==> src/rtl/ediv_pkg.sv <==
package ediv_pkg;

    localparam int DEF_SEL_W = 3;

    typedef enum logic [1:0] {
        PH_IDLE = 2'd0,
        PH_HIGH = 2'd1,
        PH_LOW  = 2'd2
    } phase_e;

    typedef struct packed {
        phase_e phase;
        logic   load_code;
    } step_t;

    // Half-period length in source cycles for a given ratio code.
    function automatic int unsigned half_len(input int unsigned code);
        return code + 1;
    endfunction

endpackage

==> src/rtl/ediv_half_counter.sv <==
module ediv_half_counter #(
    parameter int W = ediv_pkg::DEF_SEL_W
) (
    input  logic         clk,
    input  logic         clr,
    input  logic [W-1:0] limit,
    output logic         tc
);
    logic [W-1:0] cnt_q;

    assign tc = (cnt_q == limit);

    always_ff @(posedge clk) begin
        if (clr) begin
            cnt_q <= '0;
        end else if (tc) begin
            cnt_q <= '0;
        end else begin
            cnt_q <= cnt_q + 1'b1;
        end
    end
endmodule

==> src/rtl/ediv_sequencer.sv <==
module ediv_sequencer #(
    parameter int W = ediv_pkg::DEF_SEL_W
) (
    input  logic         clk,
    input  logic         rst,
    input  logic         enable,
    input  logic [W-1:0] sel_in,
    input  logic         tc,
    output logic         cnt_clr,
    output logic         clk_q,
    output logic [W-1:0] sel_q
);
    import ediv_pkg::*;

    phase_e phase_q;
    step_t  step;

    always_comb begin
        step.phase     = phase_q;
        step.load_code = 1'b0;
        unique case (phase_q)
            PH_IDLE: begin
                if (enable) begin
                    step.phase     = PH_HIGH;
                    step.load_code = 1'b1;
                end
            end
            PH_HIGH: begin
                if (tc) step.phase = PH_LOW;
            end
            PH_LOW: begin
                if (tc) begin
                    if (enable) begin
                        step.phase     = PH_HIGH;
                        step.load_code = 1'b1;
                    end else begin
                        step.phase = PH_IDLE;
                    end
                end
            end
            default: step.phase = PH_IDLE;
        endcase
    end

    // The counter stays at zero while parked so a restart gives a full phase.
    assign cnt_clr = rst || (phase_q == PH_IDLE);

    always_ff @(posedge clk) begin
        if (rst) begin
            phase_q <= PH_IDLE;
            clk_q   <= 1'b0;
            sel_q   <= sel_in;
        end else begin
            phase_q <= step.phase;
            clk_q   <= (step.phase == PH_HIGH);
            if (step.load_code) sel_q <= sel_in;
        end
    end
endmodule

==> src/rtl/even_clk_divider.sv <==
module even_clk_divider #(
    parameter int SEL_W = ediv_pkg::DEF_SEL_W
) (
    input  logic             clk_src,
    input  logic             rst,
    input  logic             enable,
    input  logic [SEL_W-1:0] ratio_sel,
    output logic             clk_div,
    output logic [SEL_W-1:0] ratio_active
);
    logic             tc;
    logic             cnt_clr;
    logic [SEL_W-1:0] code_q;

    ediv_sequencer #(.W(SEL_W)) u_seq (
        .clk     (clk_src),
        .rst     (rst),
        .enable  (enable),
        .sel_in  (ratio_sel),
        .tc      (tc),
        .cnt_clr (cnt_clr),
        .clk_q   (clk_div),
        .sel_q   (code_q)
    );

    ediv_half_counter #(.W(SEL_W)) u_cnt (
        .clk   (clk_src),
        .clr   (cnt_clr),
        .limit (code_q),
        .tc    (tc)
    );

    assign ratio_active = code_q;
endmodule

==> config.mk <==
export PLATFORM = sky130hd
export DESIGN_NAME = even_clk_divider
export DESIGN_NICKNAME = d
export VERILOG_FILES = /design/src/rtl/ediv_pkg.sv /design/src/rtl/ediv_half_counter.sv /design/src/rtl/ediv_sequencer.sv /design/src/rtl/even_clk_divider.sv
export SDC_FILE = /design/constraint.sdc
export NUM_CORES = 1
export LEC_CHECK = 0
export BUFFER_PORTS_ARGS = -buffer_cell sky130_fd_sc_hd__buf_2
export CAP_MARGIN = 30
export CELL_PAD_IN_SITES_DETAIL_PLACEMENT = 2
export CELL_PAD_IN_SITES_GLOBAL_PLACEMENT = 2
export CORE_AREA = 5 5 42 44
export CTS_CLUSTER_DIAMETER = 150
export DETAILED_ROUTE_END_ITERATION = 8
export DIE_AREA = 0 0 47 49
export GPL_TIMING_DRIVEN = 0
export PLACE_DENSITY_LB_ADDON = 0.1
export SLEW_MARGIN = 30
export SYNTH_ARGS = -nofsm -noshare
export SYNTH_HDL_FRONTEND = slang
export SYNTH_SLANG_ARGS = --single-unit
export TNS_END_PERCENT = 50
==> constraint.sdc <==
create_clock -name clk_src -period 2 [get_ports clk_src]
set_input_delay 0.1 -clock clk_src [delete_from_list [all_inputs] [get_ports clk_src]]
set_output_delay 0.1 -clock clk_src [all_outputs]
set_load 0.005 [all_outputs]
After elaboration in Yosys (flattened, before gate mapping):

Index checks and enable logic that the tools add are counted.

* flip-flop bits (word level): 9
* output and inout port bits: 4
* logic and storage cells: 22

* add/subtract/negate cells: 1
* eq/ne operators: 4
* mux-type cells: 9
* reduce and logical (&&, ||, !) cells: 4

Operator list (number)
* 3-bit two-way mux: 4
* 2-bit case mux with 3 select lines: 1
* 2-bit by 1-bit equality test with 1-bit output, second input constant: 2
* 3-bit by 1-bit adder with 3-bit output, second input constant: 1
* 3-bit equality test: 1
* 2-bit equality test, second input constant: 1
* 2-bit logical NOT: 1
* 1-bit two-way mux: 2
* 2-bit two-way mux: 1
* 1-bit case mux with 2 select lines: 1
* 2-bit nonzero test: 1
* 2-bit OR reduction: 1
* 1-bit logical OR: 1

Depth between registers and ports, before layout:

* depth in word-level cells: 5
* mapped depth: 3

Hierarchy:

A second synthesis with hierarchy kept.

* cell total of the unflattened synthesis: 29
* area, all modules: 367.9 µm²

Modules (own cells, without submodules)
* ediv_sequencer: instances 1, cells each 16, area each 222.7 µm², seq. area each 150.1 µm²
* ediv_half_counter: instances 1, cells each 13, area each 145.1 µm², seq. area each 60.1 µm²

Worst setup path before layout:

OpenSTA, ideal clock, no wires.

* path kind: reg2reg
* start: reg u_seq.sel_q[2]
* end: reg u_seq.sel_q[0] (enable)
* setup time: 0.296 ns
* data arrival time: 1.103 ns
* data required time: 1.704 ns
* path slack: 0.601 ns
* stages on the path, launching flop included: 4
* period minus slack after synthesis: 1.399 ns
* cells stage by stage: edfxtp_1 > xor2_1 > o31ai_1 > a31o_2

* longest elaborated chain between the ends: 4

Ends and longest elaborated chain
* start: declaration: RTL line ediv_sequencer.sv:11 `output logic [W-1:0] sel_q`
* start signal: assignment: RTL line ediv_sequencer.sv:52 `sel_q <= sel_in;`
* start signal: assignment: RTL line ediv_sequencer.sv:56 `if (step.load_code) sel_q <= sel_in;`
* 3-bit equality test: RTL line ediv_half_counter.sv:11 `assign tc = (cnt_q == limit);`
* 3-bit two-way mux: RTL line ediv_sequencer.sv:32 `if (tc) begin`
* 1-bit case mux with 2 select lines: RTL line ediv_sequencer.sv:21 `unique case (phase_q)`
* 2-bit nonzero test (no line)

No other way between the ends.
A chain may end at the register's enable or synchronous reset.

Worst setup path in the final report:

Same ends and word-level chain as after synthesis.

==> impl_results.md <==
- CTS tree: yes
- Max-slew violation count: 0
- Status: finished clean
- Initial core utilization: 0.261
- Layout cells sized above 1: 0.349
- R2R Path End: u_seq.sel_q[0]
- WP data required: 1.96 ns
- Clk sink count: 9
- Gate Count Post-Synth: 29
- Worst-margin pin slew: 0.394 ns
- Layout Nets: between 50 and 60
- Min-delay src: ratio_sel[1]
- Post-CTS Hold Buffers: 0
- Die area: 0.00230 mm2
- Worst-path clk slew: about 0.050 ns
- Fin cells: between 50 and 60
- Setup CP Type: reg -> reg
- Mapped cell area: about 370 um2
- Synth Area per Inst: 12.6 um2
- Place WS: around 0.49 ns
- PnR worst setup slack: approximately 0.5 ns
- Worst skew pair latency: 0.25 ns
- Period utilisation layout: 0.745
- # H-tree levels: 1
- DP HPWL: around 670 um
- Via count: 280
- Max Fclk: roughly 670 MHz
- Placed insts: 54
- Main area contributors after synthesis: dfxtp_1 (33%), edfxtp_1 (25%), xor2_1 (7.2%)
- Skew final: between 0.008 and 0.009 ns
- Post-CTS resize count: 0
- CP startpoint kind: flip-flop
- Die Wd: ~47 um
- CP endpoint kind: flip-flop
- Hold path endpoint: u_seq.sel_q[1]
- Max-slew headroom: 0.735
- Crit-path max FO: 3
- Post-synth cell types: 16
- Pre-antenna DRT Iters: 1
- # Post-CTS Setup Buffers: 0
- Fillers: 159
- Syn nets: 36
- Initial DRC count: 0
- Root Buffer: clkbuf_4
- FP Rows: 14
- Core area: between 0.001 and 0.0015 mm2
- Worst min-delay path class: in -> reg
- Top-area cell type share of the netlist area: 0.329
- Depth of the worst register-to-register path: 3
- Number of global-route vias before repair: roughly 320
- Max-cap violations: 0
- Die H: 49 um
- GP Congestion: 0.654
- Sequential area share after synthesis: 0.575
- Final setup TNS: 0 ns
- Initial antenna violation count: 0
- Hold path depth: 1
- Max VDD drop: a little over 0.5 mV
- CP arrival: roughly 1.5 ns
- Global-route wire length before repair: around 1400 um
- CTS buffer count: 3
- Final WL: roughly 790 um
- Pin count of the biggest net entering global routing: 8
- P&R area growth vs syn: 27.7%
- Yosys synthesis warning count: 0
- Launch point of the worst reg-to-reg path: u_seq.sel_q[2]
- # diodes: 0
- Maximum clock insertion buffer count: 2
- DRT antenna net count: 0
- DRC: 0
- Post-synth top area cell: dfxtp_1
- Unrepaired setup endpoints after global routing: false
- Vias/cell: 4.75
- GRT overflow: 0
- I/O pin count: 10
- Final setup viols: 0
- Port bufs: 9
- GRT Resource Usage Total: 0.0835
- Drt wl/cell: 13.3 um
- Final hold vios: 0
- Commonest cells after routing, fill and taps aside: buf_2 (9), dfxtp_1 (6)
- FF+latch count, synth: 9
- Fin crit period: between 1 and 1.5 ns
- Pwr Density: between 800 and 900 mW/mm2
- Total power: 388 uW
- Static Leak: ~0.19 nW
- Most common cell after layout, fill and taps aside: buf_2
- Reg2reg setup slack: 0.51 ns
[critical path: stages (launching register included)]
cell      delay [ns]
edfxtp_1        0.40
xor2_1          0.19
o31ai_1         0.36
a31o_2          0.25
[metrics by stage]
step	util	area, um2	hold WS [ns]
floorplan	-	365	0.176
global placement	0.307	430	0.278
detailed placement	0.307	430	0.279
CTS	0.326	457	0.0161
global route	0.333	467	0.00872
finish	0.333	467	0.0334
[cell type report]
cell class              count  area [um2]  share of cell area
clock buffers               4        26.3              0.0563
inverters                   1        3.75             0.00804
repair buffers             10        55.1               0.118
multi-input cells          19         151               0.324
flip-flops and latches      9         210               0.450
well taps                  16        20.0              0.0429
[flip-flops by register name, summed over array words and instances (netlist names)]
signal and count:
u_cnt.cnt_q 3, u_seq.clk_q 1, u_seq.phase_q 2, u_seq.sel_q 3
[synth_stat cells]
| cell type | number |
|---|---|
| nor3_2 | 1 |
| o21bai_1 | 1 |
| edfxtp_1 | 3 |
| dfxtp_1 | 6 |
| nor2_1 | 1 |
| ha_1 | 1 |
| o31ai_1 | 1 |
| xnor2_1 | 1 |
| nor3b_1 | 3 |
| a31o_2 | 1 |
| nor4b_1 | 1 |
| xor2_1 | 3 |
| nor3_1 | 1 |
| nor4_1 | 3 |
| inv_1 | 1 |
| mux2_2 | 1 |
[where the power goes]
| part | internal, mW | switching, mW | total, mW |
|---|---|---|---|
| clock network | 0.0765 | 0.0574 | 0.134 |
| logic | 0.0206 | 0.0241 | 0.0447 |
| registers | 0.201 | 0.00781 | 0.209 |
| total | 0.298 | 0.0893 | 0.388 |
[routing by layer]
metal  global-route usage  up-vias  wire length, um
met4               0.0138        0                0
met3               0.0554        0               37
met2                0.152        6              473
met1               0.0737      136              274
met5                    0        -                0
li1                     -      138                -
[kinds of logic after synthesis]
| logic type | count (synthesis) | synth area share |
|---|---|---|
| AO/OA/AOI/OAI | 3 | 0.0651 |
| XOR/XNOR | 4 | 0.0959 |
| adder cells (fa/ha/maj) | 1 | 0.0342 |
| buffers and inverters | 1 | 0.0103 |
| flip-flops | 9 | 0.575 |
| multiplexers | 1 | 0.0308 |
| AND/OR/NAND/NOR | 10 | 0.188 |
[worst max-delay path by stage]
stage / start / end / slack [ns] / depth (start not counted)
2_1_floorplan: u_seq.sel_q[2] / u_seq.sel_q[0] / 0.60 / 3
3_3_place_gp: u_seq.sel_q[2] / u_seq.sel_q[1] / 0.53 / 3
3_5_place_dp: u_seq.sel_q[2] / u_seq.sel_q[0] / 0.49 / 3
4_1_cts: u_seq.sel_q[2] / u_seq.sel_q[0] / 0.48 / 3
5_1_grt: u_seq.sel_q[2] / u_seq.sel_q[2] / 0.40 / 3
6_report: u_seq.sel_q[2] / u_seq.sel_q[0] / 0.51 / 3
No activity file was read; power rests on OpenSTA's default activity.
